<file path="src/rtl/rhf_pkg.sv">
`timescale 1ns/1ps
package rhf_pkg;

  typedef enum logic [1:0] {
    ST_LOCKED = 2'd0,
    ST_HOLD   = 2'd1,
    ST_REACQ  = 2'd2,
    ST_SETTLE = 2'd3
  } rhf_state_e;

  typedef enum logic [1:0] {
    RSN_NONE    = 2'd0,
    RSN_ABSENT  = 2'd1,
    RSN_UNLOCK  = 2'd2,
    RSN_QUALITY = 2'd3
  } rhf_reason_e;

  // lowest code wins: absence outranks unlock outranks quality
  function automatic rhf_reason_e rhf_classify(input logic present,
                                               input logic locked,
                                               input logic qual);
    rhf_reason_e r;
    if (!present)     r = RSN_ABSENT;
    else if (!locked) r = RSN_UNLOCK;
    else if (!qual)   r = RSN_QUALITY;
    else              r = RSN_NONE;
    return r;
  endfunction

endpackage

</file>
<file path="src/rtl/rhf_runlen.sv">
`timescale 1ns/1ps
// Consecutive-cycle run counter: hit while run has been high for 'limit' cycles.
module rhf_runlen #(
  parameter int W = 16
) (
  input  logic         clk,
  input  logic         rst_n,
  input  logic         run,
  input  logic [W-1:0] limit,
  output logic         hit
);

  logic [W-1:0] cnt_q, cnt_d, lim_m1;

  always_comb begin
    lim_m1 = (limit == '0) ? '0 : limit - 1'b1;
  end

  always_comb begin
    cnt_d = cnt_q;
    if (!run)                cnt_d = '0;
    else if (cnt_q < lim_m1) cnt_d = cnt_q + 1'b1;
  end

  always_ff @(posedge clk or negedge rst_n) begin
    if (!rst_n) cnt_q <= '0;
    else        cnt_q <= cnt_d;
  end

  assign hit = run && (cnt_q >= lim_m1);

endmodule

</file>
<file path="src/rtl/rhf_satcnt.sv">
`timescale 1ns/1ps
// Saturating event counter with synchronous clear taking priority.
module rhf_satcnt #(
  parameter int W = 16
) (
  input  logic         clk,
  input  logic         rst_n,
  input  logic         clr,
  input  logic         inc,
  output logic [W-1:0] cnt
);

  localparam logic [W-1:0] TOP = {W{1'b1}};

  logic [W-1:0] cnt_d;

  always_comb begin
    cnt_d = cnt;
    if (clr)                    cnt_d = '0;
    else if (inc && cnt != TOP) cnt_d = cnt + 1'b1;
  end

  always_ff @(posedge clk or negedge rst_n) begin
    if (!rst_n) cnt <= '0;
    else        cnt <= cnt_d;
  end

endmodule

</file>
<file path="src/rtl/rhf_snap.sv">
`timescale 1ns/1ps
// Last-known-good capture and steering headroom check.
module rhf_snap #(
  parameter int EFC_W    = 16,
  parameter int TEMP_W   = 12,
  parameter int SRC_W    = 3,
  parameter int TS_W     = 32,
  parameter int HEADROOM = 1024
) (
  input  logic              clk,
  input  logic              rst_n,
  input  logic              capture,
  input  logic              clr_alarm,
  input  logic [EFC_W-1:0]  efc_word,
  input  logic [TEMP_W-1:0] temp_word,
  input  logic [SRC_W-1:0]  src_id,
  input  logic [TS_W-1:0]   tstamp,
  output logic [EFC_W-1:0]  snap_efc,
  output logic [TEMP_W-1:0] snap_temp,
  output logic [SRC_W-1:0]  snap_src,
  output logic [TS_W-1:0]   snap_ts,
  output logic              hr_alarm
);

  localparam logic [EFC_W-1:0] EFC_TOP = {EFC_W{1'b1}};
  localparam logic [EFC_W-1:0] HR_LO   = EFC_W'(HEADROOM);
  localparam logic [EFC_W-1:0] HR_HI   = EFC_TOP - HR_LO;

  logic near_rail;

  always_comb begin
    near_rail = (efc_word < HR_LO) || (efc_word > HR_HI);
  end

  always_ff @(posedge clk or negedge rst_n) begin
    if (!rst_n) begin
      snap_efc  <= '0;
      snap_temp <= '0;
      snap_src  <= '0;
      snap_ts   <= '0;
    end else if (capture) begin
      snap_efc  <= efc_word;
      snap_temp <= temp_word;
      snap_src  <= src_id;
      snap_ts   <= tstamp;
    end
  end

  always_ff @(posedge clk or negedge rst_n) begin
    if (!rst_n)         hr_alarm <= 1'b0;
    else if (capture)   hr_alarm <= near_rail;
    else if (clr_alarm) hr_alarm <= 1'b0;
  end

endmodule

</file>
<file path="src/rtl/ref_holdover_fsm.sv">
`timescale 1ns/1ps
module ref_holdover_fsm
  import rhf_pkg::*;
#(
  parameter int EFC_W     = 16,
  parameter int TEMP_W    = 12,
  parameter int SRC_W     = 3,
  parameter int TS_W      = 32,
  parameter int CNT_W     = 16,
  parameter int DUR_W     = 24,
  parameter int DEB_CYC   = 8,
  parameter int MIN_DWELL = 16,
  parameter int REACQ_CYC = 12,
  parameter int HEADROOM  = 1024
) (
  input  logic              clk,
  input  logic              rst_n,
  input  logic              ref_present,
  input  logic              up_lock,
  input  logic              qual_ok,
  input  logic              in_tol,
  input  logic [CNT_W-1:0]  settle_need,
  input  logic [EFC_W-1:0]  efc_word,
  input  logic [TEMP_W-1:0] temp_word,
  input  logic [SRC_W-1:0]  src_id,
  input  logic [TS_W-1:0]   tstamp,
  output logic              holdover,
  output logic              reacquire,
  output logic              to_spec,
  output logic              freeze,
  output logic              evt_stb,
  output logic [1:0]        evt_reason,
  output logic [EFC_W-1:0]  snap_efc,
  output logic [TEMP_W-1:0] snap_temp,
  output logic [SRC_W-1:0]  snap_src,
  output logic [TS_W-1:0]   snap_ts,
  output logic              hr_alarm,
  output logic [CNT_W-1:0]  reacq_tries,
  output logic [DUR_W-1:0]  hold_cycles
);

  localparam logic [CNT_W-1:0] DEB_LIM   = CNT_W'(DEB_CYC);
  localparam logic [CNT_W-1:0] DWELL_LIM = CNT_W'(MIN_DWELL + 1);
  localparam logic [CNT_W-1:0] QUAL_LIM  = CNT_W'(REACQ_CYC);

  rhf_state_e st_q, st_d;
  logic fault, confirm, dwell_hit, qual_hit, settle_hit;
  logic watch_loss, in_hold, in_reacq, in_settle, start_reacq;
  rhf_reason_e cause;

  always_comb begin
    fault      = !(ref_present && up_lock && qual_ok);
    cause      = rhf_classify(ref_present, up_lock, qual_ok);
    in_hold    = (st_q == ST_HOLD);
    in_reacq   = (st_q == ST_REACQ);
    in_settle  = (st_q == ST_SETTLE);
    watch_loss = (st_q == ST_LOCKED) || in_settle;
  end

  // loss debounce, dwell timer, reacquire qualification, settling gate
  rhf_runlen #(.W(CNT_W)) deb_i (
    .clk(clk), .rst_n(rst_n), .run(watch_loss && fault),
    .limit(DEB_LIM), .hit(confirm));

  rhf_runlen #(.W(CNT_W)) dwell_i (
    .clk(clk), .rst_n(rst_n), .run(in_hold),
    .limit(DWELL_LIM), .hit(dwell_hit));

  rhf_runlen #(.W(CNT_W)) qual_i (
    .clk(clk), .rst_n(rst_n), .run(in_reacq && !fault),
    .limit(QUAL_LIM), .hit(qual_hit));

  rhf_runlen #(.W(CNT_W)) settle_i (
    .clk(clk), .rst_n(rst_n), .run(in_settle && in_tol),
    .limit(settle_need), .hit(settle_hit));

  always_comb begin
    st_d = st_q;
    unique case (st_q)
      ST_LOCKED: if (confirm) st_d = ST_HOLD;
      ST_SETTLE: begin
        if (confirm)         st_d = ST_HOLD;
        else if (settle_hit) st_d = ST_LOCKED;
      end
      ST_HOLD:   if (dwell_hit && !fault) st_d = ST_REACQ;
      ST_REACQ: begin
        if (fault)         st_d = ST_HOLD;
        else if (qual_hit) st_d = ST_SETTLE;
      end
      default:   st_d = ST_SETTLE;
    endcase
  end

  always_ff @(posedge clk or negedge rst_n) begin
    if (!rst_n) st_q <= ST_SETTLE;
    else        st_q <= st_d;
  end

  always_ff @(posedge clk or negedge rst_n) begin
    if (!rst_n) begin
      evt_stb    <= 1'b0;
      evt_reason <= RSN_NONE;
    end else begin
      evt_stb <= confirm;
      if (confirm) evt_reason <= cause;
    end
  end

  always_comb begin
    holdover    = in_hold || in_reacq;
    freeze      = (st_q == ST_HOLD) || (st_q == ST_REACQ);
    reacquire   = in_reacq;
    to_spec     = (st_q == ST_LOCKED);
    start_reacq = in_hold && (st_d == ST_REACQ);
  end

  rhf_snap #(
    .EFC_W(EFC_W), .TEMP_W(TEMP_W), .SRC_W(SRC_W), .TS_W(TS_W),
    .HEADROOM(HEADROOM)
  ) snap_i (
    .clk(clk), .rst_n(rst_n), .capture(confirm),
    .clr_alarm(in_settle && (st_d == ST_LOCKED)),
    .efc_word(efc_word), .temp_word(temp_word), .src_id(src_id),
    .tstamp(tstamp), .snap_efc(snap_efc), .snap_temp(snap_temp),
    .snap_src(snap_src), .snap_ts(snap_ts), .hr_alarm(hr_alarm));

  rhf_satcnt #(.W(CNT_W)) tries_i (
    .clk(clk), .rst_n(rst_n), .clr(confirm), .inc(start_reacq),
    .cnt(reacq_tries));

  rhf_satcnt #(.W(DUR_W)) dur_i (
    .clk(clk), .rst_n(rst_n), .clr(confirm), .inc(holdover),
    .cnt(hold_cycles));

endmodule

</file>
<file path="config.mk">
export PLATFORM = sky130hd
export DESIGN_NAME = ref_holdover_fsm
export DESIGN_NICKNAME = d
export VERILOG_FILES = /design/src/rtl/rhf_pkg.sv /design/src/rtl/rhf_runlen.sv /design/src/rtl/rhf_satcnt.sv /design/src/rtl/rhf_snap.sv /design/src/rtl/ref_holdover_fsm.sv
export SDC_FILE = /design/constraint.sdc
export NUM_CORES = 1
export LEC_CHECK = 0
export BUFFER_PORTS_ARGS = -buffer_cell sky130_fd_sc_hd__buf_4
export CORE_UTILIZATION = 55
export DETAILED_ROUTE_END_ITERATION = 10
export PLACE_DENSITY = 0.81
export SLEW_MARGIN = 0
export SYNTH_ARGS = -nofsm -noshare
export SYNTH_HDL_FRONTEND = slang
export SYNTH_SLANG_ARGS = --single-unit
</file>
<file path="constraint.sdc">
create_clock -name clk -period 4.5 [get_ports clk]
set_clock_uncertainty 0.2 [all_clocks]
set_input_delay 0.675 -clock clk [delete_from_list [all_inputs] [get_ports clk]]
set_output_delay 0.675 -clock clk [all_outputs]
set_load 0.005 [all_outputs]
</file>
==> impl_metrics.ini <==
[outcome]
status = complete, but fails checks
violations = DRC

[logic_synthesis]
async_flop_share_pct = 100
syn-cell-area_um2 = 8300
synth.distinct_cells = 53
ys_seq_elements = 173
synth_top_cell_area_share_pct = 51.5
synthCells = 885
yosysTopAreaCell = dfrtp_1
syn-num-nets = 999
synth_edf_count = 0
avgSynthCellArea_um2 = 9.38
synthFlopType = dfrtp_1
synth_area_leaders = dfrtp_1 52%, nand2_1 11%, ha_1 4.4%
ys_top_cells_by_count = 238 x nand2_1, 171 x dfrtp_1, 68 x nor2_1, 36 x xnor2_1, 34 x and2_1
synth_warnings = 0
synth.most_common_cell = nand2_1
synth-seq-area-share_pct = 52.2

[power_and_ir_drop]
pwr-share-comb_pct = 30.7
netSwitchingPower_mw = 1.76
internal_power_mw = 3.42
p_total_mw = 5.18
power_frac_seq_pct = 41.8
switching_share_pct = 34.0
power.leakage_nw = 5.22
powerDensity_nw_per_um2 = 486
vdd_drop_max_v = 0.000334
power.share.clock_pct = 27.6

[timing]
maxSlewViolCount = 0
worst_slew_pin_slew_ps = 866
setup_violations = 0
rsz0062_at_grt = no
period_share_pct = 92.6
slew_headroom_pct = 40.8
min_period_ps = 4170
fmax_mhz = 240
finalSetupTns_ps = 0
hold_violations = 0

[worst_setup_path]
critPathRequiredTime_ps = 4660
startpoint_type = input port
endpoint_kind = flip-flop
r2r_start = st_q[0]$_DFF_PN1_
arrival_ps = 4320
critPathMaxFanout = 17
worstSetupPathType = in2reg
cp-startpoint = settle_need[9]

[grt]
grt-ovfl-total = 0
antenna_found_initial = 0
grt_pass1_wl_mm = 32.7
first_global_vias = 6755
track_usage_pct = 26.6
grt_max_degree = 86

[cells_and_area]
fill_cells = 1073
area_growth_syn_to_layout_pct = 28.5
final_nets = 1203
diodes = 0
drive_gt1_share_pct = 24.6

[detailed_routing]
drt-initial-drc-count = 494
drt_drc_violations_left = 8
vias = 6999
ant_nets = 0
wl_mm = 19.8
dr.pass1.iters = 8
via_per_inst = 5.44
wl_per_cell_um = 15.4

[floorplanning]
die_w_um = 125
start_util_pct = 56.7
dieArea_um2 = 15600
io_pins = 196
std_cell_rows = 44
die_h_um = 125
core_area_um2 = 14600

[job]
max_cap_violations = 0

[cts]
clock-sinks = 173
cts_buffers = 17
clkLatencyLatePin_ps = 440
cts_root_buf = clkbuf_16
cts.clk_slew.worst_paths_ps = 70
h-tree-depth = 4
cts_tree = done
cts.path.max_buffers = 2

[place]
gp_congestion = 0.818
portBuffers = 195
post-dp-hpwl_mm = 14.1

[min_path]
hold_path.class = in2async
## what timing repair did
| item | 4_1_cts | 5_1_grt |
|---|---|---|
| gates resized for setup | 0 | 2 |
| hold buffers | 0 | 0 |
| setup buffers | 0 | 0 |
| setup endpoints to repair | 0 | 6 |
## metal layers
layer | GRT usage (%) | routed length (µm)
met1 | 34.7 | 8370
met2 | 42.4 | 9680
met3 | 7.35 | 1250
met4 | 10.4 | 478
met5 | 0 | 0
## power groups by stage
| stage | Clock [mW] | Sequential [mW] | Combinational [mW] |
|---|---|---|---|
| 2_1_floorplan | 0 | 2.18 | 0.730 |
| 3_3_place_gp | 0 | 2.18 | 1.54 |
| 3_5_place_dp | 0 | 2.18 | 1.60 |
| 4_1_cts | 1.45 | 2.16 | 1.60 |
| 5_1_grt | 1.52 | 2.21 | 1.76 |
| 6_report | 1.43 | 2.16 | 1.59 |
## flip-flops by register name, summed over array words and instances, names as in the netlist
register / cells
evt_reason: 2
st_q: 2
dwell_i.cnt_q: 16
dur_i.cnt: 24
deb_i.cnt_q: 16
snap_i.hr_alarm: 1
evt_stb: 1
snap_i.snap_efc: 16
snap_i.snap_temp: 12
settle_i.cnt_q: 16
snap_i.snap_ts: 32
tries_i.cnt: 16
qual_i.cnt_q: 16
snap_i.snap_src: 3
## logic make-up (layout without fill, tap and decap cells)
kind of cell,Yosys count,after routing,share of synthesized area (%)
AO/OA/AOI/OAI,90,90,7.72
XOR/XNOR,49,49,5.17
adder cells (fa/ha/maj),29,29,4.37
buffers and inverters,62,279,3.03
flip-flops,173,173,52.2
multiplexers,7,7,0.844
AND/OR/NAND/NOR,475,475,26.7
## layout make-up
type	count	area [µm²]	share of cell area, %
Tap cell	184	230	2.16
Inverter	24	91.3	0.857
Timing Repair Buffer	223	1680	15.7
Multi-Input combinational cell	650	3760	35.3
Clock inverter	15	146	1.37
Sequential cell	173	4330	40.6
Clock buffer	17	425	3.99
## critical path: stages
cell and delay [ps]:
buf_4 110, or4_4 520, or3_4 410, nor4_1 300, xor2_1 180, nand2_1 70, ha_1 290, nand4_1 170
nor4_4 220, o21ai_2 120, a311oi_4 350, o21ai_4 180, or4_1 550, a21oi_1 170
## through the flow
step | util [%] | instances | setup WS, ps | hold WS, ps | area (µm²)
2_1_floorplan | - | 885 | -11.8 | 179 | 8340
3_3_place_gp | 68.8 | 1254 | -37.2 | 259 | 10100
3_5_place_dp | 68.8 | 1254 | -177 | 264 | 10100
4_1_cts | 72.7 | 1286 | 277 | 103 | 10600
5_1_grt | 72.8 | 1286 | 72.5 | 121 | 10700
6_report | 72.8 | 1286 | 334 | 62.1 | 10700
## path summary, 6_finish.rpt
kind                       slack (ps)  cells after the start                              end
max                               330                     14      tries_i.cnt[14]$_DFFE_PN0P_
min                                60                      1        dur_i.cnt[19]$_DFFE_PN0P_
max reg2reg                       810                      9      tries_i.cnt[14]$_DFFE_PN0P_
min reg2reg                       280                      2  snap_i.snap_temp[3]$_DFFE_PN0P_
max in group asynchronous        3120                      2   snap_i.snap_ts[14]$_DFFE_PN0P_
min in group clk                  220                      3   snap_i.snap_efc[6]$_DFFE_PN0P_
## cell usage in the layout, fill, tap and decap left out, drive strengths merged, types with 10 or more instances in the layout
cell type and instances:
a21oi 26, and2 34, and4 10, buf 223, clkbuf 17, dfrtp 171, ha 29, inv 33
nand2 238, nand3 24, nand4 16, nor2 68, nor3 19, nor4 26, o211ai 11, o21ai 16
o31ai 15, or4 12, xnor2 36, xor2 13
No activity file was read; power rests on OpenSTA's default activity.
